`config.mk`:
```
export PLATFORM = sky130hd
export DESIGN_NAME = spi_fifo_irq_unit
export DESIGN_NICKNAME = d
export VERILOG_FILES = /design/src/rtl/spi_fiu_pkg.sv /design/src/rtl/spi_fiu_byte_fifo.sv /design/src/rtl/spi_fiu_level_cmp.sv /design/src/rtl/spi_fiu_irq_status.sv /design/src/rtl/spi_fifo_irq_unit.sv
export SDC_FILE = /design/constraint.sdc
export NUM_CORES = 2
export LEC_CHECK = 0
export BUFFER_PORTS_ARGS = -buffer_cell sky130_fd_sc_hd__buf_2
export CAP_MARGIN = 20
export CORE_ASPECT_RATIO = 1.25
export CORE_MARGIN = 3
export CORE_UTILIZATION = 40
export CTS_CLUSTER_DIAMETER = 60
export DETAILED_ROUTE_END_ITERATION = 10
export PLACE_DENSITY_LB_ADDON = 0.12
export SLEW_MARGIN = 20
export SYNTH_ARGS = -nofsm -noshare
export SYNTH_HDL_FRONTEND = slang
export SYNTH_SLANG_ARGS = --single-unit
```
`constraint.sdc`:
```
create_clock -name clk -period 6.2 [get_ports clk]
set_input_delay 0.62 -clock clk [delete_from_list [all_inputs] [get_ports clk]]
set_output_delay 0.62 -clock clk [all_outputs]
set_load 0.02 [all_outputs]
```
`src/rtl/spi_fiu_pkg.sv`:
```
package spi_fiu_pkg;

   localparam int NUM_SRC    = 4;
   localparam int SRC_STRIDE = 4;   // flag i lives at bit i*SRC_STRIDE

   typedef enum logic [1:0] {
      SRC_RX_READY  = 2'd0,
      SRC_TX_REQ    = 2'd1,
      SRC_RX_OVF    = 2'd2,
      SRC_XFER_DONE = 2'd3
   } irq_src_e;

   // level-derived sources get clear-wins behaviour, events get set-wins
   localparam logic [NUM_SRC-1:0] SRC_IS_LEVEL = 4'b0011;

   localparam int LVL_W        = 8;
   localparam int RX_LVL_LSB   = 0;
   localparam int TX_LVL_LSB   = 16;
   localparam int RX_FLUSH_BIT = 15;
   localparam int TX_FLUSH_BIT = 31;
   localparam int RX_CNT_LSB   = 0;
   localparam int TX_CNT_LSB   = 16;

   function automatic logic [31:0] spread_flags(input logic [NUM_SRC-1:0] v);
      logic [31:0] r;
      r = '0;
      for (int i = 0; i < NUM_SRC; i++) r[i*SRC_STRIDE] = v[i];
      return r;
   endfunction

   function automatic logic [NUM_SRC-1:0] gather_flags(input logic [31:0] w);
      logic [NUM_SRC-1:0] r;
      for (int i = 0; i < NUM_SRC; i++) r[i] = w[i*SRC_STRIDE];
      return r;
   endfunction

endpackage

```
`src/rtl/spi_fiu_byte_fifo.sv`:
```
module spi_fiu_byte_fifo #(
   parameter int DEPTH  = 128,
   parameter int DATA_W = 8,
   localparam int PTR_W = $clog2(DEPTH),
   localparam int CNT_W = $clog2(DEPTH + 1)
) (
   input  logic              clk,
   input  logic              rst_n,
   input  logic              flush,
   input  logic              push,
   input  logic [DATA_W-1:0] push_data,
   input  logic              pop,
   output logic [DATA_W-1:0] pop_data,
   output logic [CNT_W-1:0]  count,
   output logic              full,
   output logic              empty,
   output logic              drop
);

   if ((1 << PTR_W) != DEPTH) begin : g_depth_chk
      $error("spi_fiu_byte_fifo: DEPTH must be a power of two");
   end

   logic [DATA_W-1:0] mem [DEPTH];
   logic [PTR_W-1:0]  wr_ptr, rd_ptr;
   logic              wr_en, rd_en;

   assign full  = (count == CNT_W'(DEPTH));
   assign empty = (count == '0);
   assign wr_en = push & ~full & ~flush;
   assign rd_en = pop & ~empty & ~flush;
   assign drop  = push & full & ~flush;

   assign pop_data = mem[rd_ptr];

   always_ff @(posedge clk) begin
      if (wr_en) mem[wr_ptr] <= push_data;
   end

   always_ff @(posedge clk or negedge rst_n) begin
      if (!rst_n) begin
         wr_ptr <= '0;
         rd_ptr <= '0;
         count  <= '0;
      end else if (flush) begin
         wr_ptr <= '0;
         rd_ptr <= '0;
         count  <= '0;
      end else begin
         if (wr_en) wr_ptr <= wr_ptr + 1'b1;
         if (rd_en) rd_ptr <= rd_ptr + 1'b1;
         case ({wr_en, rd_en})
            2'b10:   count <= count + 1'b1;
            2'b01:   count <= count - 1'b1;
            default: count <= count;
         endcase
      end
   end

   assert_no_overflow_R2: assert property (@(posedge clk) disable iff (!rst_n)
      count <= CNT_W'(DEPTH));

   assert_push_grows_R1: assert property (@(posedge clk) disable iff (!rst_n)
      (push && !pop && !full && !flush) |=> (count == $past(count) + 1'b1));

   assert_flush_empties_R8: assert property (@(posedge clk) disable iff (!rst_n)
      flush |=> (count == '0));

endmodule

```
`src/rtl/spi_fiu_level_cmp.sv`:
```
module spi_fiu_level_cmp #(
   parameter int CNT_W       = 8,
   parameter int LVL_W       = 8,
   parameter bit AT_OR_ABOVE = 1'b1,
   localparam int CMP_W      = (CNT_W > LVL_W) ? CNT_W : LVL_W
) (
   input  logic [CNT_W-1:0] count,
   input  logic [LVL_W-1:0] level,
   output logic             hit
);

   logic [CMP_W-1:0] cnt_x, lvl_x;

   assign cnt_x = CMP_W'(count);
   assign lvl_x = CMP_W'(level);

   if (AT_OR_ABOVE) begin : g_above
      assign hit = (cnt_x >= lvl_x);
   end else begin : g_below
      assign hit = (cnt_x <= lvl_x);
   end

endmodule

```
`src/rtl/spi_fiu_irq_status.sv`:
```
module spi_fiu_irq_status #(
   parameter int                 NUM_SRC  = 4,
   parameter logic [NUM_SRC-1:0] IS_LEVEL = '0
) (
   input  logic               clk,
   input  logic               rst_n,
   input  logic [NUM_SRC-1:0] cond,
   input  logic [NUM_SRC-1:0] clr,
   input  logic [NUM_SRC-1:0] en,
   output logic [NUM_SRC-1:0] flags,
   output logic               irq
);

   for (genvar i = 0; i < NUM_SRC; i++) begin : g_src
      if (IS_LEVEL[i]) begin : g_level
         always_ff @(posedge clk or negedge rst_n) begin
            if (!rst_n)      flags[i] <= 1'b0;
            else if (clr[i]) flags[i] <= 1'b0;
            else if (cond[i]) flags[i] <= 1'b1;
         end

         assert_clear_wins_R7: assert property (@(posedge clk) disable iff (!rst_n)
            clr[i] |=> !flags[i]);

         assert_level_sets_R4: assert property (@(posedge clk) disable iff (!rst_n)
            (cond[i] && !clr[i]) |=> flags[i]);
      end else begin : g_event
         always_ff @(posedge clk or negedge rst_n) begin
            if (!rst_n)       flags[i] <= 1'b0;
            else if (cond[i]) flags[i] <= 1'b1;
            else if (clr[i])  flags[i] <= 1'b0;
         end

         assert_event_sets_R6: assert property (@(posedge clk) disable iff (!rst_n)
            cond[i] |=> flags[i]);
      end
   end

   assign irq = |(flags & en);

endmodule

```
`src/rtl/spi_fifo_irq_unit.sv`:
```
module spi_fifo_irq_unit
   import spi_fiu_pkg::*;
#(
   parameter int DEPTH     = 128,
   parameter int RESET_LVL = DEPTH / 4 * 3
) (
   input  logic        clk,
   input  logic        rst_n,
   input  logic        eng_tx_pop,
   output logic [7:0]  eng_tx_data,
   output logic        eng_tx_empty,
   input  logic        eng_rx_push,
   input  logic [7:0]  eng_rx_data,
   input  logic        eng_xfer_done,
   input  logic        host_tx_push,
   input  logic [7:0]  host_tx_data,
   output logic        host_tx_full,
   input  logic        host_rx_pop,
   output logic [7:0]  host_rx_data,
   output logic        host_rx_empty,
   input  logic        fifo_ctl_we,
   input  logic [31:0] fifo_ctl_wdata,
   output logic [31:0] fifo_ctl_rdata,
   output logic [31:0] fifo_sta_rdata,
   input  logic        int_en_we,
   input  logic [31:0] int_en_wdata,
   output logic [31:0] int_en_rdata,
   input  logic        int_sta_we,
   input  logic [31:0] int_sta_wdata,
   output logic [31:0] int_sta_rdata,
   output logic        irq
);

   localparam int CNT_W = $clog2(DEPTH + 1);

   if (!(DEPTH == 64 || DEPTH == 128)) begin : g_depth_chk
      $error("spi_fifo_irq_unit: DEPTH must be 64 or 128");
   end
   if (RESET_LVL < 0 || RESET_LVL > DEPTH) begin : g_lvl_chk
      $error("spi_fifo_irq_unit: RESET_LVL out of range");
   end

   logic [LVL_W-1:0]   rx_lvl_q, tx_lvl_q;
   logic [NUM_SRC-1:0] en_q, flags, cond, clr;
   logic               flush_rx, flush_tx;
   logic [CNT_W-1:0]   rx_cnt, tx_cnt;
   logic               rx_full, tx_empty, rx_empty, tx_full;
   logic               rx_drop, tx_drop, rx_hit, tx_hit;
   logic               unused_bits;

   assign unused_bits = ^{fifo_ctl_wdata[14:8], fifo_ctl_wdata[30:24], tx_drop};

   // control word: thresholds plus self-clearing flush strobes
   assign flush_rx = fifo_ctl_we & fifo_ctl_wdata[RX_FLUSH_BIT];
   assign flush_tx = fifo_ctl_we & fifo_ctl_wdata[TX_FLUSH_BIT];

   always_ff @(posedge clk or negedge rst_n) begin
      if (!rst_n) begin
         rx_lvl_q <= LVL_W'(RESET_LVL);
         tx_lvl_q <= LVL_W'(RESET_LVL);
      end else if (fifo_ctl_we) begin
         rx_lvl_q <= fifo_ctl_wdata[RX_LVL_LSB +: LVL_W];
         tx_lvl_q <= fifo_ctl_wdata[TX_LVL_LSB +: LVL_W];
      end
   end

   always_ff @(posedge clk or negedge rst_n) begin
      if (!rst_n)         en_q <= '0;
      else if (int_en_we) en_q <= gather_flags(int_en_wdata);
   end

   spi_fiu_byte_fifo #(.DEPTH(DEPTH), .DATA_W(8)) u_tx_fifo (
      .clk       (clk),
      .rst_n     (rst_n),
      .flush     (flush_tx),
      .push      (host_tx_push),
      .push_data (host_tx_data),
      .pop       (eng_tx_pop),
      .pop_data  (eng_tx_data),
      .count     (tx_cnt),
      .full      (tx_full),
      .empty     (tx_empty),
      .drop      (tx_drop)
   );

   spi_fiu_byte_fifo #(.DEPTH(DEPTH), .DATA_W(8)) u_rx_fifo (
      .clk       (clk),
      .rst_n     (rst_n),
      .flush     (flush_rx),
      .push      (eng_rx_push),
      .push_data (eng_rx_data),
      .pop       (host_rx_pop),
      .pop_data  (host_rx_data),
      .count     (rx_cnt),
      .full      (rx_full),
      .empty     (rx_empty),
      .drop      (rx_drop)
   );

   spi_fiu_level_cmp #(.CNT_W(CNT_W), .LVL_W(LVL_W), .AT_OR_ABOVE(1'b1)) u_rx_cmp (
      .count (rx_cnt),
      .level (rx_lvl_q),
      .hit   (rx_hit)
   );

   spi_fiu_level_cmp #(.CNT_W(CNT_W), .LVL_W(LVL_W), .AT_OR_ABOVE(1'b0)) u_tx_cmp (
      .count (tx_cnt),
      .level (tx_lvl_q),
      .hit   (tx_hit)
   );

   always_comb begin
      cond                = '0;
      cond[SRC_RX_READY]  = rx_hit;
      cond[SRC_TX_REQ]    = tx_hit;
      cond[SRC_RX_OVF]    = rx_drop;
      cond[SRC_XFER_DONE] = eng_xfer_done;
   end

   assign clr = int_sta_we ? gather_flags(int_sta_wdata) : '0;

   spi_fiu_irq_status #(.NUM_SRC(NUM_SRC), .IS_LEVEL(SRC_IS_LEVEL)) u_status (
      .clk   (clk),
      .rst_n (rst_n),
      .cond  (cond),
      .clr   (clr),
      .en    (en_q),
      .flags (flags),
      .irq   (irq)
   );

   assign eng_tx_empty  = tx_empty;
   assign host_tx_full  = tx_full;
   assign host_rx_empty = rx_empty;

   always_comb begin
      fifo_ctl_rdata                            = '0;
      fifo_ctl_rdata[RX_LVL_LSB +: LVL_W]       = rx_lvl_q;
      fifo_ctl_rdata[TX_LVL_LSB +: LVL_W]       = tx_lvl_q;
      fifo_sta_rdata                            = '0;
      fifo_sta_rdata[RX_CNT_LSB +: CNT_W]       = rx_cnt;
      fifo_sta_rdata[TX_CNT_LSB +: CNT_W]       = tx_cnt;
   end

   assign int_en_rdata  = spread_flags(en_q);
   assign int_sta_rdata = spread_flags(flags);

   assert_ovf_cause_R3: assert property (@(posedge clk) disable iff (!rst_n)
      $rose(flags[SRC_RX_OVF]) |-> $past(eng_rx_push && rx_full));

   assert_flush_readback_R8: assert property (@(posedge clk) disable iff (!rst_n)
      (fifo_ctl_rdata[RX_FLUSH_BIT] == 1'b0) && (fifo_ctl_rdata[TX_FLUSH_BIT] == 1'b0));

endmodule

```
=== Word level (Yosys, flattened, before mapping) ===
Memory sizes are Yosys's and may differ from the RTL's.
Index checks and enable logic that the tools add are counted.

* Flip-flop bits (word level): 68
* Memory bits (writable): 2,048
* Bits of input ports: 122
* Output and inout bits: 148
* Word-level logic and storage cells: 88
* Memories kept: 2

{| class="wikitable"
|+ Memories
! name !! words !! bits a word !! rd ports !! clocked after memory_dff !! write ports !! RTL line !! RTL
|-
| u_rx_fifo.mem || 128 || 8 || 1 || 0 || 1 || spi_fiu_byte_fifo.sv:24 || <nowiki>logic [DATA_W-1:0] mem [DEPTH];</nowiki>
|-
| u_tx_fifo.mem || 128 || 8 || 1 || 0 || 1 || spi_fiu_byte_fifo.sv:24 ||
|}

* Add/subtract/negate cells: 8
* Magnitude comparators: 2
* Equal/unequal tests: 6
* Mux-type cells: 25
* Bitwise gates (word level): 19
* Reduce and logical (&&, ||, !) cells: 13

{| class="wikitable"
|+ Operators with widths
! cell !! number
|-
| 2-to-1 mux 7 bit || 8
|-
| one-hot mux 8 bit (2 select lines) || 2
|-
| adder 7 x 1 -> 7 bit, second input constant || 4
|-
| adder 8 x 1 -> 8 bit, second input constant || 2
|-
| equality test 8 bit, second input constant || 2
|-
| zero test 8 bit || 2
|-
| 2-to-1 mux 8 bit || 2
|-
| nonzero test 2 bit || 8
|-
| subtractor 8 x 1 -> 8 bit, second input constant || 2
|-
| bitwise AND 1 bit || 12
|-
| 2-to-1 mux 1 bit || 12
|-
| >= comparator 8 bit || 1
|-
| less-or-equal comparator 8 bit || 1
|-
| inverter 1 bit || 6
|-
| nonzero test 3 bit || 2
|-
| bitwise AND 4 bit || 1
|-
| equality test 2 x 1 -> 1 bit, second input constant || 2
|-
| equality test 2 bit, second input constant || 2
|-
| 2-to-1 mux 4 bit || 1
|-
| OR reduction 4 bit || 1
|}

=== Longest topological paths before layout ===
* Word-level depth: 7
* Mapped depth: 12

=== Cells and area by module ===
A second synthesis with hierarchy kept.

* Cell total of the unflattened synthesis: 4,348
* Area total of the unflattened synthesis: 84,365.9 um^2

{| class="wikitable"
|+ By module, submodules not included
! module !! instances !! cells an instance !! area each (um^2) !! seq. area each (um^2)
|-
| spi_fiu_byte_fifo at u_rx_fifo || 1 || 2,071 || 41,167.0 || 31,300.0
|-
| spi_fiu_byte_fifo at u_tx_fifo || 1 || 2,073 || 41,152.0 || 31,300.0
|-
| spi_fifo_irq_unit || 1 || 137 || 1,496.4 || 505.5
|-
| spi_fiu_level_cmp at u_rx_cmp || 1 || 25 || 197.7 || 0.0
|-
| spi_fiu_level_cmp at u_tx_cmp || 1 || 27 || 196.4 || 0.0
|-
| spi_fiu_irq_status || 1 || 15 || 156.4 || 100.1
|}

=== Worst setup path after synthesis ===
Ideal clock, no wire load.

* Path kind: register to register
* Start point: reg u_rx_fifo.count[2]
* End point: reg u_rx_fifo.count[6]
* Arrival: 3,155 ps
* Required time: 6,122 ps
* Path slack: 2,968 ps
* Cell stages (with the launch flop): 12
* Cells stage by stage: dfrtp_1 nor4_2 a31oi_1 nand2b_1 nor2_1 ha_1 a21o_1 a21oi_1 nor2b_1 or4_1 a31o_2 a21oi_1

* Longest elaborated chain between the ends: 7
* Elaborated cells between the ends (all ways): 15
* Those cells by class: add/sub (2); eq/ne (3); mux (2); bitwise (6); reduce/logical (2)

{| class="wikitable"
|+ Ends and longest elaborated chain
! item !! RTL line !! RTL
|-
| start: declaration || spi_fiu_byte_fifo.sv:14 || <nowiki>output logic [CNT_W-1:0] count,</nowiki>
|-
| start signal: assignment || spi_fiu_byte_fifo.sv:53 || <nowiki>2'b10: count <= count + 1'b1;</nowiki>
|-
| start signal: assignment || spi_fiu_byte_fifo.sv:54 || <nowiki>2'b01: count <= count - 1'b1;</nowiki>
|-
| start signal: assignment || spi_fiu_byte_fifo.sv:55 || <nowiki>default: count <= count;</nowiki>
|-
| equality test 8 bit / zero test 8 bit (equally long branches) || spi_fiu_byte_fifo.sv:28, spi_fiu_byte_fifo.sv:29 ||
|-
| inverter 1 bit, on equally long branches || spi_fiu_byte_fifo.sv:30, spi_fiu_byte_fifo.sv:31 ||
|-
| bitwise AND 1 bit, on equally long branches (2 in a row) || spi_fiu_byte_fifo.sv:30, spi_fiu_byte_fifo.sv:31 ||
|-
| equality test 2 x 1 -> 1 bit / equality test 2 bit (equally long branches) || spi_fiu_byte_fifo.sv:52 || <nowiki>case ({wr_en, rd_en})</nowiki>
|-
| one-hot mux 8 bit (2 select lines) || spi_fiu_byte_fifo.sv:52 ||
|-
| 2-to-1 mux 8 bit || spi_fiu_byte_fifo.sv:45 || <nowiki>end else if (flush) begin</nowiki>
|}

Several ways; a longest one is shown, not always the timed one.
A chain may end at the register's enable or synchronous reset.

=== Worst setup path in the final report ===
* Start point: reg u_rx_fifo.rd_ptr[0]
* End point: out host_rx_data[0]

* Longest elaborated chain between the ends: 1

{| class="wikitable"
|+ Ends and longest elaborated chain
! item !! RTL line !! RTL
|-
| start: declaration || spi_fiu_byte_fifo.sv:25 || <nowiki>logic [PTR_W-1:0] wr_ptr, rd_ptr;</nowiki>
|-
| start signal: assignment || spi_fiu_byte_fifo.sv:51 || <nowiki>if (rd_en) rd_ptr <= rd_ptr + 1'b1;</nowiki>
|-
| memory read (128 x 8 bit) || n/a ||
|-
| end: declaration || spi_fifo_irq_unit.sv:19 || <nowiki>output logic [7:0] host_rx_data,</nowiki>
|}

No other way between the ends.

==> impl_metrics.tcl <==
set metrics [dict create \
    outcome "finished, final reports clean" \
    fillCellCount 17836 \
    die_h_um 518.4 \
    track_usage_pct 20.20 \
    cts_htree_levels 4 \
    clock-sinks 2116 \
    layout-drive-gt1-share_pct 20.61 \
    fin_nets 4730 \
    synth_seq_cells 2116 \
    grt_pass1_wl_mm 316.4 \
    dieArea_um2 215600 \
    clkTransAtPathRegs_ns 0.06 \
    antenna_found_initial 4 \
    slew_headroom_pct 24.75 \
    fin_util_pct 45.55 \
    mostFrequentLayoutCells "2048 x edfxtp_1, 382 x mux4_2, 319 x nor2_1" \
    avgViaCountPerCell 5.543 \
    start_util_pct 40.34 \
    layoutNonFillerInstCount 7492 \
    synth-edff-count 2048 \
    hold_slack_ns 0.08617 \
    whs_path_depth 3 \
    dieWidth_um 415.9 \
    max-vdd-ir-drop_mv 0.3252 \
    setup_viol 0 \
    place_ws_ns 1.705 \
    drc 0 \
    finalPower_mw 38.10 \
    vias 41530 \
    r2r_start "u_tx_fifo.count[1]" \
    cp.arrival_ns 4.69 \
    final-hold-violation-count 0 \
    critPathRequiredTime_ns 5.58 \
    endpoint_kind "output pin" \
    reg2reg_depth 5 \
    synthFlopType "edfxtp_1" \
    clock_skew_ns 0.06476 \
    drt_iter0_drc 3416 \
    finalSetupTns_ns 0 \
    dp.cells 7074 \
    cts_setup_buffers 0 \
    gp_congestion 0.7905 \
    core_um2 208200 \
    first_pass_iters 7 \
    clk_latency_ns 0.87 \
    grt_pass1_vias 43022 \
    top_layer_used "met4" \
    dr_wl_met3_mm 7.673 \
    crit_path_end "host_rx_data[0]" \
    grt_setup_unrepaired "no" \
    ys_async_sr_fraction_pct 3.214 \
    postSynthCellCount 4354 \
    finalCritPeriodShare_pct 85.66 \
    cts-root-buf "clkbuf_16" \
    placed_cell_area_um2 87480 \
    yosys-top-cells-area "edfxtp_1 73%, mux4_2 10%, mux2i_1 3.5%, dfrtp_1 1.9%, nor2_1 1.4%" \
    maxCapViolCount 0 \
    cts_tree "yes" \
    rows 187 \
    start_kind "register" \
    crit_fanout 31 \
    avgRoutedWirePerCell_um 29.33 \
    synth_seq_area_share_pct 75.23 \
    hold_path_class "in2reg" \
    ioPinCount 270 \
    yosysUniqueCellTypes 71 \
    yosysWarnings 0 \
    grt_max_degree 93 \
    synth_top_area_share_pct 73.20 \
    r2r-end "u_tx_fifo.mem[60][3]" \
    crit_start "u_rx_fifo.rd_ptr[0]" \
    dp_hpwl_mm 135.3 \
    critPathKind "reg2out" \
    hold_start "int_sta_wdata[12]" \
    overflow 0 \
    ant_nets 0 \
    syn_to_final_growth_pct 12.90 \
    cts_buffers 212 \
    avgSynthCellArea_um2 19.30 \
    final_area_um2 94850 \
    yosysTopAreaCell "edfxtp_1" \
    r2r_slack_ns 2.16 \
    routed_wl_mm 219.8 \
    slew_viol_final 0 \
    syn_area_um2 84010 \
    fmax_ghz 0.1883 \
    clockBufferDepth 3 \
    power_density_nw_per_um2 401.7 \
    routedLengthMet1_mm 87.46 \
    ctsResizeCount 0 \
    mostFrequentLayoutCell "edfxtp_1" \
    power_leakage_nw 30.00 \
    tightest_slew_ns 1.126 \
    dr_wl_met2_mm 117.8 \
    setup_slack_ns 0.8890 \
    io_buffers 111 \
    period_needed_ns 5.311 \
]
-- per-layer routing --
metal | global-route usage [%] | vias to the layer above
li1 | - | 18019
met1 | 25.18 | 22216
met2 | 36.50 | 983
met3 | 2.367 | 312
met4 | 6.618 | 0
met5 | 0 | -
-- repair_timing --
action | 4_1_cts | 5_1_grt
endpoints found under the hold margin | 50 | 0
hold buffers | 25 | 0
endpoints found under the setup margin | 0 | 0
-- sequential cells by signal, summed over array words and instances (netlist names) --
register	cells
u_rx_fifo.wr_ptr	7
u_rx_fifo.mem	1024
u_tx_fifo.mem	1024
u_rx_fifo.count	8
en_q	4
tx_lvl_q	8
u_tx_fifo.wr_ptr	7
rx_lvl_q	8
u_status.flags	4
u_tx_fifo.rd_ptr	7
u_tx_fifo.count	8
u_rx_fifo.rd_ptr	7
-- worst max-delay path: stages (launching register included) --
cell	delay [ns]
dfrtp_4	0.82
buf_4	0.46
nor2b_1	0.65
buf_4	0.29
a22oi_1	0.11
a31oi_1	0.16
o21ai_0	0.27
a221oi_1	0.61
a21oi_1	0.21
buf_2	0.22
-- worst min-delay path by stage --
stage	to	slack (ns)
3_3_place_gp	u_status.flags[3]	0.49
4_1_cts	u_status.flags[3]	0.006
2_1_floorplan	en_q[0]	0.32
6_report	u_status.flags[3]	0.09
5_1_grt	u_status.flags[3]	0.06
3_5_place_dp	rx_lvl_q[6]	0.51
-- logic make-up (layout without fill, tap and decap cells) --
| kind of cell | count (synthesis) | count (layout) | synth area share [%] |
|---|---|---|---|
| compound gates | 493 | 493 | 4.200 |
| xor+xnor | 34 | 34 | 0.3545 |
| fa+ha+maj | 34 | 34 | 0.5242 |
| buf+inv | 349 | 659 | 2.390 |
| flops | 2116 | 2116 | 75.23 |
| mux | 701 | 701 | 14.07 |
| other cells | 1 | 89 | 0.004464 |
| simple gates | 626 | 626 | 3.218 |
-- synth_stat cells (all sizes together) (7+ instances only) --
cell type / number
a211o: 8
a211oi: 62
a21o: 9
a21oi: 83
a221oi: 11
a22o: 32
a22oi: 92
a31oi: 17
and2: 8
and3: 7
buf: 221
clkbuf: 104
dfrtp: 64
edfxtp: 2048
ha: 32
inv: 24
mux2: 22
mux2i: 297
mux4: 382
nand2: 146
nand2b: 10
nand3: 49
nand4: 11
nor2: 323
nor2b: 21
nor3: 21
o211ai: 21
o21ai: 42
o221ai: 26
o22ai: 40
o32a: 11
xnor2: 21
xor2: 13
-- cell type report --
class | instances | area [um2] | area share [%]
diodes | 1 | 2.502 | 0.002638
multi-input cells | 1976 | 19170 | 20.21
flip-flops and latches | 2116 | 63230 | 66.66
well taps | 2740 | 3428 | 3.614
inverters | 24 | 90.09 | 0.09498
repair buffers | 244 | 1842 | 1.942
clock buffers | 254 | 5537 | 5.837
clock inverters | 137 | 1551 | 1.636
-- where the power goes --
| part | leakage [nW] | switching [mW] | total (mW) | internal (mW) |
|---|---|---|---|---|
| combinational | 7.26 | 5.13 | 8.67 | 3.54 |
| clock | 3.48 | 5.53 | 13.1 | 7.55 |
| sequential | 19.3 | 0.465 | 16.3 | 15.9 |
Power figures use the tool's default switching activity.
